<file path="config.mk">
export PLATFORM = sky130hd
export DESIGN_NAME = symbol_aligner
export DESIGN_NICKNAME = d
export VERILOG_FILES = /design/src/rtl/symalign_pkg.sv /design/src/rtl/word_history.sv /design/src/rtl/sync_detector.sv /design/src/rtl/byte_rotator.sv /design/src/rtl/symbol_aligner.sv
export SDC_FILE = /design/constraint.sdc
export NUM_CORES = 1
export LEC_CHECK = 0
export BUFFER_PORTS_ARGS = -buffer_cell sky130_fd_sc_hd__buf_2
export CORE_UTILIZATION = 55
export CTS_BUF_LIST = sky130_fd_sc_hd__clkbuf_4
export CTS_CLUSTER_DIAMETER = 30
export DETAILED_ROUTE_END_ITERATION = 8
export GPL_TIMING_DRIVEN = 1
export PLACE_DENSITY = 0.79
export SLEW_MARGIN = 10
export SYNTH_ARGS = -nofsm -noshare
export SYNTH_HDL_FRONTEND = slang
export SYNTH_SLANG_ARGS = --single-unit
</file>
<file path="constraint.sdc">
create_clock -name clk -period 2.79 [get_ports clk]
set_clock_uncertainty 0.1 [all_clocks]
set_input_delay 0.1395 -clock clk [delete_from_list [all_inputs] [get_ports clk]]
set_output_delay 0.1395 -clock clk [all_outputs]
set_load 0.02 [all_outputs]
</file>
<file path="src/rtl/symalign_pkg.sv">
package symalign_pkg;
    localparam int unsigned SYM_W     = 8;
    localparam logic [7:0]  COMMA_SYM = 8'hBC;
    localparam logic [7:0]  FILL_SYM  = 8'hAA;

    typedef enum logic [1:0] {
        ST_HUNT    = 2'd0,
        ST_CONFIRM = 2'd1,
        ST_LOCKED  = 2'd2
    } lock_state_t;
endpackage

</file>
<file path="src/rtl/word_history.sv">
module word_history #(
    parameter int unsigned DATA_W = 32,
    parameter int unsigned FLAG_W = 4
) (
    input  logic              clk,
    input  logic              rst_n,
    input  logic              flush,
    input  logic              load,
    input  logic [DATA_W-1:0] d_in,
    input  logic [FLAG_W-1:0] k_in,
    output logic [DATA_W-1:0] d_prev,
    output logic [FLAG_W-1:0] k_prev,
    output logic              prev_ok
);
    always_ff @(posedge clk or negedge rst_n) begin
        if (!rst_n) begin
            d_prev  <= '0;
            k_prev  <= '0;
            prev_ok <= 1'b0;
        end else if (flush) begin
            d_prev  <= '0;
            k_prev  <= '0;
            prev_ok <= 1'b0;
        end else if (load) begin
            d_prev  <= d_in;
            k_prev  <= k_in;
            prev_ok <= 1'b1;
        end
    end
endmodule

</file>
<file path="src/rtl/sync_detector.sv">
module sync_detector
    import symalign_pkg::*;
#(
    parameter int unsigned BYTES = 4
) (
    input  logic [2*BYTES*SYM_W-1:0] win_d,
    input  logic [2*BYTES-1:0]       win_k,
    input  logic                     win_ok,
    output logic [BYTES-1:0]         hit
);
    for (genvar o = 0; o < BYTES; o++) begin : g_cand
        logic match;
        always_comb begin
            match = win_ok;
            for (int j = 0; j < BYTES; j++) begin
                if (j == 0) begin
                    if (win_d[(o+j)*SYM_W +: SYM_W] != COMMA_SYM || !win_k[o+j])
                        match = 1'b0;
                end else begin
                    if (win_d[(o+j)*SYM_W +: SYM_W] != FILL_SYM || win_k[o+j])
                        match = 1'b0;
                end
            end
        end
        assign hit[o] = match;
    end
endmodule

</file>
<file path="src/rtl/byte_rotator.sv">
module byte_rotator
    import symalign_pkg::*;
#(
    parameter int unsigned BYTES = 4,
    parameter int unsigned OFS_W = 2
) (
    input  logic [2*BYTES*SYM_W-1:0] win_d,
    input  logic [2*BYTES-1:0]       win_k,
    input  logic [OFS_W-1:0]         sel,
    output logic [BYTES*SYM_W-1:0]   rot_d,
    output logic [BYTES-1:0]         rot_k
);
    for (genvar b = 0; b < BYTES; b++) begin : g_lane
        always_comb begin
            rot_d[b*SYM_W +: SYM_W] = '0;
            rot_k[b] = 1'b0;
            for (int o = 0; o < BYTES; o++) begin
                if (sel == OFS_W'(o)) begin
                    rot_d[b*SYM_W +: SYM_W] = win_d[(o+b)*SYM_W +: SYM_W];
                    rot_k[b] = win_k[o+b];
                end
            end
        end
    end
endmodule

</file>
<file path="src/rtl/symbol_aligner.sv">
module symbol_aligner
    import symalign_pkg::*;
#(
    parameter int unsigned BYTES = 4
) (
    input  logic                   clk,
    input  logic                   rst_n,
    input  logic                   rx_ready,
    input  logic                   rx_valid,
    input  logic [BYTES*SYM_W-1:0] rx_data,
    input  logic [BYTES-1:0]       rx_kflag,
    output logic [BYTES*SYM_W-1:0] al_data,
    output logic [BYTES-1:0]       al_kflag,
    output logic                   al_valid,
    output logic                   al_locked
);
    localparam int unsigned DATA_W = BYTES * SYM_W;
    localparam int unsigned OFS_W  = (BYTES > 1) ? $clog2(BYTES) : 1;

    logic              accept;
    logic [DATA_W-1:0] prev_d;
    logic [BYTES-1:0]  prev_k;
    logic              prev_ok;
    logic              win_ok;
    logic [BYTES-1:0]  hit;
    logic              hit_any;
    logic [OFS_W-1:0]  hit_ofs;
    logic [DATA_W-1:0] rot_d;
    logic [BYTES-1:0]  rot_k;

    lock_state_t       state, state_nx;
    logic [OFS_W-1:0]  ofs_q, ofs_nx;

    assign accept = rx_ready && rx_valid;
    assign win_ok = accept && prev_ok;

    word_history #(.DATA_W(DATA_W), .FLAG_W(BYTES)) u_hist (
        .clk    (clk),
        .rst_n  (rst_n),
        .flush  (!rx_ready),
        .load   (accept),
        .d_in   (rx_data),
        .k_in   (rx_kflag),
        .d_prev (prev_d),
        .k_prev (prev_k),
        .prev_ok(prev_ok)
    );

    sync_detector #(.BYTES(BYTES)) u_det (
        .win_d (({rx_data, prev_d})),
        .win_k (({rx_kflag, prev_k})),
        .win_ok(win_ok),
        .hit   (hit)
    );

    byte_rotator #(.BYTES(BYTES), .OFS_W(OFS_W)) u_rot (
        .win_d (({rx_data, prev_d})),
        .win_k (({rx_kflag, prev_k})),
        .sel   (ofs_q),
        .rot_d (rot_d),
        .rot_k (rot_k)
    );

    // lowest matching offset wins
    always_comb begin
        hit_ofs = '0;
        for (int i = BYTES - 1; i >= 0; i--) begin
            if (hit[i]) hit_ofs = OFS_W'(i);
        end
    end
    assign hit_any = |hit;

    // next-state logic
    always_comb begin
        state_nx = state;
        ofs_nx   = ofs_q;
        unique case (state)
            ST_HUNT: begin
                if (hit_any) begin
                    state_nx = ST_CONFIRM;
                    ofs_nx   = hit_ofs;
                end
            end
            ST_CONFIRM: begin
                if (hit_any) begin
                    if (hit_ofs == ofs_q) state_nx = ST_LOCKED;
                    else                  ofs_nx   = hit_ofs;
                end
            end
            ST_LOCKED: begin
                state_nx = ST_LOCKED;
            end
            default: begin
                state_nx = ST_HUNT;
            end
        endcase
        if (!rx_ready) begin
            state_nx = ST_HUNT;
            ofs_nx   = '0;
        end
    end

    // state register
    always_ff @(posedge clk or negedge rst_n) begin
        if (!rst_n) begin
            state <= ST_HUNT;
            ofs_q <= '0;
        end else begin
            state <= state_nx;
            ofs_q <= ofs_nx;
        end
    end

    // output register
    always_ff @(posedge clk or negedge rst_n) begin
        if (!rst_n) begin
            al_data  <= '0;
            al_kflag <= '0;
            al_valid <= 1'b0;
        end else if (state == ST_LOCKED && win_ok) begin
            al_data  <= rot_d;
            al_kflag <= rot_k;
            al_valid <= 1'b1;
        end else begin
            al_valid <= 1'b0;
        end
    end

    assign al_locked = (state == ST_LOCKED);
endmodule

</file>
; Word-level counts from Yosys, hierarchy flattened
; Index checks and enable logic that the tools add are counted.
[totals]
reg_bits = 78
in_bits = 40
out_inout_bits = 38
word_cells = 121
[classes]
n_eq_ne = 22
muxes = 69
n_reduce_logical = 22
[ops]
columns = operator, n
row1 = 8-bit 2-to-1 mux, 16
row2 = 8-bit != test (second input constant), 10
row3 = 32-bit 2-to-1 mux, 2
row4 = 1-bit 2-to-1 mux, 35
row5 = 2-bit 2-to-1 mux, 12
row6 = 3-bit != test (second input constant), 4
row7 = 1-bit logical OR, 10
row8 = 4-bit 2-to-1 mux, 2
row9 = 2-bit equality test (second input constant), 3
row10 = 2-bit one-hot mux with 3 select lines, 1
row11 = 2-bit by 1-bit equality test with 1-bit output (second input constant), 2
row12 = 1-bit zero test, 4
row13 = 2-bit zero test, 2
row14 = 2-bit one-hot mux with 2 select lines, 1
row15 = 4-bit AND reduction, 1
row16 = 4-bit OR reduction, 1
row17 = 1-bit logical AND, 3
row18 = 3-bit by 1-bit != test with 1-bit output (second input constant), 1
row19 = 3-bit AND reduction, 1
row20 = 2-bit equality test, 1
row21 = 2-bit by 1-bit != test with 1-bit output (second input constant), 1

; Logic depth before layout (Yosys ltp)
[depth]
depth_word = 15
ltp_mapped = 7
depth_no_buf = 7

; By module
; Synthesis repeated with hierarchy kept, for this count alone.
[hier_totals]
hier_cells = 392
hier_area_um2 = 4481.8
[by_module_without_submodules]
columns = mod, n_inst, cells_each, area_each_um2, seq_area_each_um2
row1 = symbol_aligner, 1, 195, 1737.9, 1026.0
row2 = word_history, 1, 119, 1519.0, 925.9
row3 = byte_rotator, 1, 44, 924.6, 0.0
row4 = sync_detector, 1, 34, 300.3, 0.0

; Least setup slack after synthesis
; Ideal clock, no wire load.
[synth_path]
path_kind = register to register
startpoint = register u_hist.d_prev[22]
endpoint = register state[0]
setup_time_ps = 133
t_arrival_ps = 2178
t_required_ps = 2557
setup_slack_ps = 380
stages_incl_launch_ff = 7
path_buffers = 0
synth_period_minus_slack_ps = 2410
path_cell_list = dfrtp_1 -> or4b_1 -> or4_1 -> o32a_1 -> mux2i_1 -> o211ai_1 -> mux2i_1
[synth_between]
elab_chain_len = 12
elab_cells_between_ends = 22
[synth_rtl]
columns = item, line
row1 = start: declaration, word_history.sv:11  ; output logic [DATA_W-1:0] d_prev,
row2 = start signal: assignment, word_history.sv:25  ; d_prev <= d_in;
row3 = 8-bit != test, sync_detector.sv:17  ; if (win_d[(o+j)*SYM_W +: SYM_W] != COMMA_SYM || !win_k[o+j])
row4 = 1-bit logical OR, sync_detector.sv:17
row5 = 1-bit 2-to-1 mux, sync_detector.sv:17
row6 = 1-bit 2-to-1 mux (3 in a row), sync_detector.sv:20  ; if (win_d[(o+j)*SYM_W +: SYM_W] != FILL_SYM || win_k[o+j])
row7 = 2-bit 2-to-1 mux (3 in a row), symbol_aligner.sv:68  ; if (hit[i]) hit_ofs = OFS_W'(i);
row8 = 2-bit equality test, symbol_aligner.sv:86  ; if (hit_ofs == ofs_q) state_nx = ST_LOCKED;
row9 = 3-bit != test (no source line), -
row10 = 3-bit AND reduction (no source line) *, -
row11 = end signal: assignment, symbol_aligner.sv:109  ; state <= state_nx;
row12 = end: declaration, symbol_aligner.sv:31  ; lock_state_t state, state_nx;
; Every way passes the cells marked *; elsewhere a longest branch is shown, timed or not.
; A chain may end at the register's enable or synchronous reset.

; Worst setup path in the final report
[layout_path]
startpoint = register u_hist.d_prev[26]
endpoint = register state[0]
[layout_between]
elab_chain_len = 13
elab_cells_between_ends = 24
[layout_rtl]
columns = item, line
row1 = 8-bit != test, sync_detector.sv:17
row2 = 1-bit logical OR, sync_detector.sv:17
row3 = 1-bit 2-to-1 mux, sync_detector.sv:17
row4 = 1-bit 2-to-1 mux (3 in a row), sync_detector.sv:20
row5 = 2-bit 2-to-1 mux (4 in a row), symbol_aligner.sv:68
row6 = 2-bit equality test, symbol_aligner.sv:86
row7 = 3-bit != test (no source line), -
row8 = 3-bit AND reduction (no source line) *, -
; Marked as above.

==> reports/results.ini <==
[detailed_routing]
drc_errors=0
viasPerCell=5.66
drt-total-wl_um=11600
first_iter_violations=270
post_drt_wl_per_cell_um=18.7
vias=3504
drtAntennaViolNets=0
first_pass_iters=5

[floorplan]
row_count=31
die_y_um=89.9
die_w_um=89.9
ios=78
initial_core_util=0.576
coreArea_um2=7370
die_area_um2=8070

[sta]
slew_headroom=0.352
slew_violations=0
fmax_mhz=378
tns_ps=0
period_minus_slack_ps=2650
finalSetupViolations=0
worst_pin_slew_ps=972
rsz0062_at_grt=no
min_period_over_period=0.949
finalHoldViolations=0

[pwr]
powerDensity_nw_per_um2=550
cellLeakagePower_nw=2.45
p_total_mw=2.89
ir_drop_mv=0.264

[grt]
grt_pass1_vias=3445
grt_max_degree=79
antenna_found_initial=0
grt_usage=0.300
grt_pass1_wl_um=18700
overflow=0

[synthesis]
syn_inst=406
synthFlopType=dfrtp_1
synth-seq-cells=78
synth_cell_type_count=34
yosys_warnings=0
yosysSeqAreaShare=0.460
syn_avg_cell_area_um2=10.5
async_flop_share=1.00
syn-cell-area_um2=4250
synth-edff-count=0
synth_nets=449

[cts]
tritoncts=done
numCtsBuffers=9
clk_path_buf_depth=2
clock_latency_ps=430
cts_htree_levels=3
clk_root_buffer_cell=clkbuf_4
cts_sinks=78
cts.repair.resized=0
cts.reportedPaths.clkPinSlew_ps=140

[placement]
placed_area_um2=4750
dpl.cell_count=566
dpl.hpwl_um=8140
io_buffers=77
gp_congestion=0.958

[flow_run]
maxCapViolations=0

[finish]
fin_nets=558
final_cell_mix=mux2i_1 (76), dfrtp_1 (76), buf_2 (76)
final_cell_area_um2=5260
drive_gt1_frac=0.254
instances_no_fill=619
antenna_cells=0
syn2layout_area_growth_pct=23.9

[worst_setup_path]
worstPathArrival_ps=2890
critPathMaxFanout=5
required_ps=3030
crit_type=reg2reg
end_kind=flop
crit_path_start=u_hist.d_prev[26]
path_cells=or4b_1, or4_1, o32a_1, mux2i_1, o211ai_1, mux2i_1
cpPeakStageDelay_ps=570
slowest_stage=or4_1
r2r_start=u_hist.d_prev[26]
worst-path-buf-inv=0
crit_top_cell=mux2i_1
path_delay_family=simple AND/OR/NAND/NOR gates
critPathLaunchType=flop

[run_status]
status=finished clean

[hold_path]
hp-start=rx_ready
hold_path_class=in2reg

-- cells in the mapped netlist (2+ instances only) --
| cell | instances | share of area |
|---|---|---|
| nand3_1 | 4 | 0.0047 |
| nor3b_1 | 4 | 0.0071 |
| buf_1 | 2 | 0.0018 |
| ha_1 | 3 | 0.0088 |
| o21ai_0 | 30 | 0.035 |
| nand3b_1 | 3 | 0.0053 |
| clkbuf_1 | 23 | 0.020 |
| nand4_1 | 4 | 0.0059 |
| nor2b_1 | 47 | 0.069 |
| nor3_1 | 2 | 0.0024 |
| nand2_1 | 32 | 0.028 |
| nor2_1 | 17 | 0.015 |
| mux2i_1 | 76 | 0.18 |
| nor4bb_1 | 5 | 0.012 |
| and4b_1 | 2 | 0.0047 |
| dfrtp_1 | 78 | 0.46 |
| mux2_2 | 27 | 0.072 |
| a211oi_1 | 9 | 0.016 |
| a21oi_1 | 21 | 0.025 |
| inv_1 | 3 | 0.0027 |
-- cells by family (layout without fill, tap and decap cells) --
kind of cell / count (synthesis) / count (layout) / synth area share
AND/OR/NAND/NOR: 128 / 128 / 0.169
multiplexers: 103 / 103 / 0.251
flip-flops: 78 / 78 / 0.460
AO/OA/AOI/OAI: 64 / 64 / 0.0837
buffers and inverters: 29 / 143 / 0.0256
adder cells (fa/ha/maj): 3 / 3 / 0.00884
XOR/XNOR: 1 / 1 / 0.00206
-- metrics by stage --
step	setup WS, ps	util	hold slack [ps]
global route	73.8	0.714	155
finish	142	0.714	116
global placement	252	0.644	248
floorplan	380	-	-256
CTS	175	0.714	125
detailed placement	204	0.644	254
-- worst reg2reg max path: stages (launching register included) --
cell and delay [ps]:
dfrtp_1 440, or4b_1 550, or4_1 570, o32a_1 350, mux2i_1 130, o211ai_1 190
mux2i_1 240
-- worst paths after layout --
check | to | cells past startpoint | slack [ps]
max in group asynchronous | ofs_q[0] | 2 | 1630
max reg2reg | state[0] | 6 | 140
min in group asynchronous | al_kflag[2] | 2 | 280
min reg2reg | al_data[18] | 2 | 400
max | state[0] | 6 | 140
min | u_hist.prev_ok | 3 | 120
-- layout make-up --
type | instances | area [um2]
Clock buffer | 9 | 67.6
Clock inverter | 7 | 75.1
Fill cell | 567 | 2110
Inverter | 4 | 15.0
Multi-Input combinational cell | 299 | 2180
Sequential cell | 78 | 1950
Tap cell | 99 | 124
Timing Repair Buffer | 123 | 838
-- report_power, final --
part           leakage (nW)  switching [mW]  total (mW)  internal (mW)
sequential             1.05           0.109        1.41           1.30
clock                0.0681           0.410       0.683          0.274
combinational          1.34           0.469       0.800          0.330
total                  2.45           0.988        2.89           1.90
-- state kept, by name, indices dropped and copies added, names as in the netlist --
signal and count:
u_hist.prev_ok 1, al_valid 1, al_data 32, state 2, ofs_q 2, u_hist.d_prev 32, u_hist.k_prev 4, al_kflag 4
-- layer usage --
layer  up-vias  global-route usage  part of all wire
li1       1664                   -                 -
met1      1694               0.435              0.46
met2       126               0.463              0.46
met3        20              0.0347             0.047
met4         0               0.117             0.031
met5         -                   0                 0
-- repair_timing --
item                      CTS  global route
buffers inserted            0             0
hold buffers               37             0
hold endpoints to repair  114             0
(Power assumes the default switching activity.)
